<file path="src/rtl/rns_modadd_pkg.sv">
package rns_modadd_pkg;
  typedef enum logic [0:0] {
    TREE_SKLANSKY    = 1'b0,
    TREE_KOGGE_STONE = 1'b1
  } tree_e;
endpackage

</file>
<file path="src/rtl/rns_modadd_pre.sv">
// Generate/propagate formation for A + B + 2^K.
// Below bit K the operands pass through unchanged.
// From bit K upwards a carry-save row absorbs the constant 1 at bit K.
module rns_modadd_pre #(
  parameter int unsigned W = 8,
  parameter int unsigned K = 4
) (
  input  logic [W-1:0] a,
  input  logic [W-1:0] b,
  output logic [W-1:0] gen,
  output logic [W-1:0] prp,
  output logic         side_carry
);
  logic [W-1:0] xv;
  logic [W-1:0] yv;

  always_comb begin
    for (int i = 0; i < W; i++) begin
      if (i < K) begin
        xv[i] = a[i];
        yv[i] = b[i];
      end else if (i == K) begin
        xv[i] = ~(a[i] ^ b[i]);
        yv[i] = 1'b0;
      end else if (i == K + 1) begin
        xv[i] = a[i] ^ b[i];
        yv[i] = a[i-1] | b[i-1];
      end else begin
        xv[i] = a[i] ^ b[i];
        yv[i] = a[i-1] & b[i-1];
      end
    end
    gen        = xv & yv;
    prp        = xv ^ yv;
    side_carry = a[W-1] & b[W-1];
  end

  // the reduced pair plus the bypassed carry keeps the value a + b + 2^K
  logic [W+1:0] chk_lhs;
  logic [W+1:0] chk_rhs;
  always_comb begin
    chk_lhs = {1'b0, side_carry, {W{1'b0}}} + {2'b00, xv} + {2'b00, yv};
    chk_rhs = {2'b00, a} + {2'b00, b} + ((W+2)'(1) << K);
    p_csa_value_r3: assert (chk_lhs == chk_rhs)
      else $error("carry-save stage changed the operand value");
  end
endmodule

</file>
<file path="src/rtl/rns_modadd_tree.sv">
// Group generate/propagate from bit 0 up to every bit i.
module rns_modadd_tree #(
  parameter int unsigned W = 8,
  parameter rns_modadd_pkg::tree_e TREE = rns_modadd_pkg::TREE_SKLANSKY
) (
  input  logic [W-1:0] gen,
  input  logic [W-1:0] prp,
  output logic [W-1:0] grp_g,
  output logic [W-1:0] grp_p
);
  localparam int unsigned LV = $clog2(W);

  logic [W-1:0] gs [0:LV];
  logic [W-1:0] ps [0:LV];

  assign gs[0] = gen;
  assign ps[0] = prp;

  for (genvar lv = 0; lv < LV; lv++) begin : g_level
    for (genvar i = 0; i < W; i++) begin : g_bit
      if (TREE == rns_modadd_pkg::TREE_SKLANSKY) begin : g_sk
        if (((i >> lv) & 1) == 1) begin : g_node
          localparam int SRC = ((i >> lv) << lv) - 1;
          assign gs[lv+1][i] = gs[lv][i] | (ps[lv][i] & gs[lv][SRC]);
          assign ps[lv+1][i] = ps[lv][i] & ps[lv][SRC];
        end else begin : g_pass
          assign gs[lv+1][i] = gs[lv][i];
          assign ps[lv+1][i] = ps[lv][i];
        end
      end else begin : g_ks
        if (i >= (1 << lv)) begin : g_node
          localparam int SRC = i - (1 << lv);
          assign gs[lv+1][i] = gs[lv][i] | (ps[lv][i] & gs[lv][SRC]);
          assign ps[lv+1][i] = ps[lv][i] & ps[lv][SRC];
        end else begin : g_pass
          assign gs[lv+1][i] = gs[lv][i];
          assign ps[lv+1][i] = ps[lv][i];
        end
      end
    end
  end

  assign grp_g = gs[LV];
  assign grp_p = ps[LV];
endmodule

</file>
<file path="src/rtl/rns_modadd_fix.sv">
// Carry correction and sum stage.
// Correction 1 (bit 0): carry-in-1 carries come from G | P.
// Correction 2 (bit K): a borrow chain over bits >= K takes 2^K back out when no wrap occurs.
module rns_modadd_fix #(
  parameter int unsigned W = 8,
  parameter int unsigned K = 4
) (
  input  logic [W-1:0] part,
  input  logic [W-1:0] grp_g,
  input  logic [W-1:0] grp_p,
  input  logic         side_carry,
  output logic [W-1:0] res,
  output logic         wrap
);
  logic [W-1:0] cz;
  logic [W-1:0] co;
  logic [W-1:0] bw;
  logic [W-1:0] fc;

  always_comb begin
    wrap  = grp_g[W-1] | grp_p[W-1] | side_carry;
    cz[0] = 1'b0;
    co[0] = 1'b1;
    for (int i = 1; i < W; i++) begin
      cz[i] = grp_g[i-1];
      co[i] = grp_g[i-1] | grp_p[i-1];
    end
    for (int i = 0; i < W; i++) begin
      if (i < K)       bw[i] = 1'b0;
      else if (i == K) bw[i] = 1'b1;
      else             bw[i] = bw[i-1] & ~(part[i-1] ^ cz[i-1]);
    end
    for (int i = 0; i < W; i++) begin
      fc[i] = wrap ? co[i] : (cz[i] ^ bw[i]);
    end
    res = part ^ fc;
  end
endmodule

</file>
<file path="src/rtl/rns_modadd.sv">
module rns_modadd #(
  parameter int unsigned W = 8,
  parameter int unsigned K = 4,
  parameter rns_modadd_pkg::tree_e TREE = rns_modadd_pkg::TREE_SKLANSKY
) (
  input  logic [W-1:0] opa,
  input  logic [W-1:0] opb,
  output logic [W-1:0] residue
);
  localparam int unsigned MODI = (2 ** W) - (2 ** K) - 1;
  localparam logic [W:0]  MOD  = MODI[W:0];
  localparam logic [W+1:0] TC  = (W+2)'((2 ** K) + 1);

  logic [W-1:0] gen;
  logic [W-1:0] prp;
  logic [W-1:0] grp_g;
  logic [W-1:0] grp_p;
  logic         side_carry;
  logic         wrap;

  rns_modadd_pre #(.W(W), .K(K)) u_pre (
    .a(opa), .b(opb), .gen(gen), .prp(prp), .side_carry(side_carry)
  );

  rns_modadd_tree #(.W(W), .TREE(TREE)) u_tree (
    .gen(gen), .prp(prp), .grp_g(grp_g), .grp_p(grp_p)
  );

  rns_modadd_fix #(.W(W), .K(K)) u_fix (
    .part(prp), .grp_g(grp_g), .grp_p(grp_p), .side_carry(side_carry),
    .res(residue), .wrap(wrap)
  );

  logic [W:0]   raw_sum;
  logic [W:0]   want;
  logic         in_range;
  always_comb begin
    raw_sum  = {1'b0, opa} + {1'b0, opb};
    want     = (raw_sum >= MOD) ? raw_sum - MOD : raw_sum;
    in_range = ({1'b0, opa} < MOD) && ({1'b0, opb} < MOD);
    if (in_range) begin
      p_residue_r1: assert ({1'b0, residue} == want)
        else $error("residue differs from modular sum");
      p_below_mod_r7: assert ({1'b0, residue} < MOD)
        else $error("residue not below modulus");
      p_wrap_sel_r9: assert (wrap == (({1'b0, raw_sum} + TC) >= ((W+2)'(1) << W)))
        else $error("wrap selection wrong");
      if (raw_sum == MOD) begin
        p_zero_at_mod_r4: assert (residue == '0)
          else $error("sum equal to modulus did not give zero");
      end
    end
  end
endmodule

</file>
<file path="config.mk">
export PLATFORM = sky130hd
export DESIGN_NAME = rns_modadd
export DESIGN_NICKNAME = d
export VERILOG_FILES = /design/src/rtl/rns_modadd_pkg.sv /design/src/rtl/rns_modadd_pre.sv /design/src/rtl/rns_modadd_tree.sv /design/src/rtl/rns_modadd_fix.sv /design/src/rtl/rns_modadd.sv
export SDC_FILE = /design/constraint.sdc
export NUM_CORES = 1
export LEC_CHECK = 0
export ABC_AREA = 1
export BUFFER_PORTS_ARGS = -buffer_cell sky130_fd_sc_hd__buf_2
export CORE_UTILIZATION = 50
export DETAILED_ROUTE_END_ITERATION = 8
export PLACE_DENSITY = 0.82
export SLEW_MARGIN = 10
export SYNTH_ARGS = -nofsm -noshare
export SYNTH_HDL_FRONTEND = slang
export SYNTH_HIERARCHICAL = 1
export SYNTH_SLANG_ARGS = --single-unit
</file>
<file path="constraint.sdc">
create_clock -name vclk -period 11.3
set_clock_uncertainty 0.15 [all_clocks]
set_input_delay 3.39 -clock vclk [all_inputs]
set_output_delay 3.39 -clock vclk [all_outputs]
set_load 0.05 [all_outputs]
</file>
Word level (Yosys, flattened, before mapping)
Cells that the tools add are included.
W data, S select, Z words.
{"block": "totals", "ff_bits": 0, "in_bits": 16}
{"block": "op_classes", "muxes": 8, "bitwise_logic": 69}
{"op": "$and A1 B1 Y1", "n": 29}
{"op": "$or A1 B1 Y1", "n": 22}
{"op": "$xor A8 B8 Y8", "n": 2}
{"op": "$xor A1 B1 Y1", "n": 10}
{"op": "$and A8 B8 Y8", "n": 1}
{"op": "$mux W1", "n": 8}
{"op": "$not A1 Y1", "n": 5}

Logic depth before layout (Yosys ltp)
{"block": "logic_depth", "word_depth": 16, "depth_mapped": 17}

Modules after synthesis
The synthesis kept the hierarchy.
{"module": "rns_modadd_fix", "instances": 1, "area_per_inst_um2": 307.8, "cells_each": 56}
{"module": "rns_modadd_tree", "instances": 1, "area_per_inst_um2": 219.0, "cells_each": 47}
{"module": "rns_modadd_pre", "instances": 1, "area_per_inst_um2": 163.9, "cells_each": 17}

Worst setup path before layout
Ideal clock, no wire load.
{"block": "synth_timing", "kind": "input to output", "start": "input opa[6]", "end": "output residue[4]", "stages": 12, "arrival_ps": 5585, "path_slack_ps": 2175, "t_required_ps": 7760, "cell_sequence": "ha_1 -> ha_1 -> nand2_1 -> inv_1 -> a21oi_1 -> nand2_1 -> inv_1 -> nand2_2 -> buf_6 -> o21ai_0 -> o21ai_2 -> xor2_1"}
{"block": "synth_via", "elab_chain_len": 10}
{"item": "start, declared", "line_no": "rns_modadd.sv:6", "rtl": "input logic [W-1:0] opa,"}
{"item": "$xor A1 B1 Y1 *", "line_no": "rns_modadd_pre.sv:29", "rtl": "xv[i] = a[i] ^ b[i];"}
{"item": "$xor A8 B8 Y8 *", "line_no": "rns_modadd_pre.sv:34", "rtl": "prp = xv ^ yv;"}
{"item": "net prp[6]", "line_no": "rns_modadd.sv:15", "rtl": "logic [W-1:0] prp;"}
{"item": "$and A1 B1 Y1 *", "line_no": "rns_modadd_tree.sv:25", "rtl": "assign ps[lv+1][i] = ps[lv][i] & ps[lv][SRC];"}
{"item": "$and A1 B1 Y1, on equally long branches", "line_no": "rns_modadd_tree.sv:24, rns_modadd_tree.sv:25"}
{"item": "$or A1 B1 Y1 or $and A1 B1 Y1 (tied branches)", "line_no": "rns_modadd_tree.sv:24", "rtl": "assign gs[lv+1][i] = gs[lv][i] | (ps[lv][i] & gs[lv][SRC]);"}
{"item": "$or A1 B1 Y1 *", "line_no": "rns_modadd_tree.sv:24"}
{"item": "net grp_g[7]", "line_no": "rns_modadd.sv:16", "rtl": "logic [W-1:0] grp_g;"}
{"item": "$or A1 B1 Y1 * (2 in a row)", "line_no": "rns_modadd_fix.sv:21", "rtl": "wrap = grp_g[W-1] | grp_p[W-1] | side_carry;"}
{"item": "net wrap", "line_no": "rns_modadd.sv:19", "rtl": "logic wrap;"}
{"item": "$mux W1 *", "line_no": "rns_modadd_fix.sv:34", "rtl": "fc[i] = wrap ? co[i] : (cz[i] ^ bw[i]);"}
{"item": "$xor A8 B8 Y8 *", "line_no": "rns_modadd_fix.sv:36", "rtl": "res = part ^ fc;"}
{"item": "end, declared", "line_no": "rns_modadd.sv:8", "rtl": "output logic [W-1:0] residue"}
Mark *: on every way through the listed nets, which the timed path passes. The rest lies on a longest branch.

Worst setup path after layout
{"block": "layout_timing", "start": "input opa[6]", "end": "output residue[7]"}
Same word-level chain as after synthesis.

==> qor.yml <==
cells_and_area:
  seq_cells: 0
  n_clock_buffer: 0
  layout-drive-gt1-share_pct: 29.3
  fin_nets: 169
  seqCellArea_um2: 0
  post-route-util_pct: 61.9
  diodes: 0
  fin_cells: 155
  areaGrowthSynthToFinish_pct: 15.2
min_path:
  holdCritPathClass: "input port to output pin"
synth:
  synth.distinct_cells: 23
  synth.top_cell.area_share_pct: 19.9
  yosys.area.top_type: "ha_1"
  syn_inst: 120
  seq_area_frac_synth_pct: 0
  yosys-top-cells-count: "nand2_1, inv_1, ha_1"
  synthTopCellsByArea: "ha_1, nand2_1, inv_1, nand2_2, xnor2_1"
  syn_area_um2: 691
  synth_fp_nets: 147
  synth_warnings: 6
  syn_avg_cell_area_um2: 5.76
  synth_most_common_cell: "nand2_1"
run_status:
  status: "completed"
global_route:
  grtUsageTotal_pct: 20.9
  grt_max_degree: 11
  grt_pass1_wl_um: 2350
  antenna_found_initial: 0
  grt_pass1_vias: 608
  grt_overflow: 0
floorplanning:
  pin_count: 24
  coreArea_um2: 1280
  start_util_pct: 53.7
  dieArea_um2: 1530
  die_w_um: 39.2
  die_h_um: 39.2
  std_cell_rows: 13
power:
  ir_drop_mv: 0.0570
  p_leak_nw: 0.514
  power_density_nw_per_um2: 112
  power.total_mw: 0.0894
clock_network:
  post_cts_buffers: 0
  post_cts_resized: 0
  hold_buffers: 0
setup_path:
  crit_required_ns: 7.76
  cp_max_fo: 10
  endpoint_kind: "output pin"
  critical_path.startpoint: "opa[6]"
  startpoint_type: "input port"
  crit_end: "residue[7]"
  crit_type: "input port to output pin"
  crit_arrival_ns: 5.61
sta:
  fin_crit_ns: 9.15
  hold_viol: 0
  rsz0062_at_grt: "false"
  max_freq_mhz: 109
  setup_viol: 0
  fin_ws_ns: 2.15
  drv_slew: 0
  tns_ns: 0
  timing.final.crit_share_pct: 81.0
job:
  cap_violations: 0
placement:
  pre_cts_ws_ns: 2.18
  gp_congestion: 0.855
  io_buffer_count: 24
  hpwl_um: 1170
  dpl.cell_count: 155
detailed_routing:
  drt_iter0_drc: 8
  wire_per_inst_um: 8.65
  drc_errors: 0
  drt-total-wl_um: 1340
  drt_first_pass_iters: 3
  ant_nets: 0
  via_per_inst: 4.68
  vias: 725
-- how the worst min path moves through the flow --
stage	from	end	slack (ns)	depth (start not counted)
2_1_floorplan	opb[0]	residue[0]	7.07	2
3_3_place_gp	opb[0]	residue[0]	7.13	4
3_5_place_dp	opb[3]	residue[3]	7.16	4
4_1_cts	opb[3]	residue[3]	7.16	4
5_1_grt	opb[1]	residue[1]	7.19	4
6_report	opb[3]	residue[3]	7.15	4
-- cells in the final DEF (no fill, tap or decap) --
cell type / instances
a21o_2: 1
a21oi_1: 6
a21oi_4: 1
buf_2: 24
conb_1: 1
ha_1: 11
inv_1: 23
inv_2: 3
nand2_1: 34
nand2_2: 7
nand2_4: 1
nand3_1: 7
nand3b_1: 1
nand4_1: 2
nor2_1: 6
nor2_2: 1
nor2_4: 1
nor3_2: 1
o21ai_0: 1
o21ai_2: 1
xnor2_1: 5
xor2_1: 2
-- power by group --
group / total, mW / internal [mW] / switching [mW]
sequential: 0 / 0 / 0
combinational: 0.0894 / 0.0258 / 0.0636
clock: 0 / 0 / 0
-- layer usage --
layer	track usage (%)	part of all wire (%)
met1	24.3	44
met2	43.8	52
met3	0	3.8
met4	0	0
met5	0	0
-- cell type report --
type | instances | area, um^2
repair buffers | 24 | 120
inverters | 26 | 97.6
multi-input cells | 90 | 559
well taps | 15 | 18.8
fillers | 123 | 489
-- critical path, stage by stage --
cell	delay [ns]
buf_2	0.10
ha_1	0.29
ha_1	0.39
nand2_1	0.15
inv_1	0.05
a21oi_1	0.15
nand2_1	0.07
inv_1	0.09
nand2_2	0.18
nor2_4	0.19
nand3_1	0.11
nand2_1	0.09
nand3_1	0.06
nand2_1	0.06
buf_2	0.25
-- kinds of logic after synthesis --
family / Yosys count / synth area share, %
AOI/OAI and AO/OA: 10 / 9.96
xor gates and xnor gates: 7 / 8.88
buffers and inverters: 30 / 19.0
and+or+nand+nor: 61 / 41.7
adders and majority gates: 11 / 19.9
other: 1 / 0.543
-- metrics by stage --
stage          hold WS (ns)  area (um^2)
2_1_floorplan          7.07          691
3_3_place_gp           7.13          796
3_5_place_dp           7.16          796
4_1_cts                7.16          796
5_1_grt                7.19          796
6_report               7.15          796
Note: power is estimated with default switching activity, not from simulation.
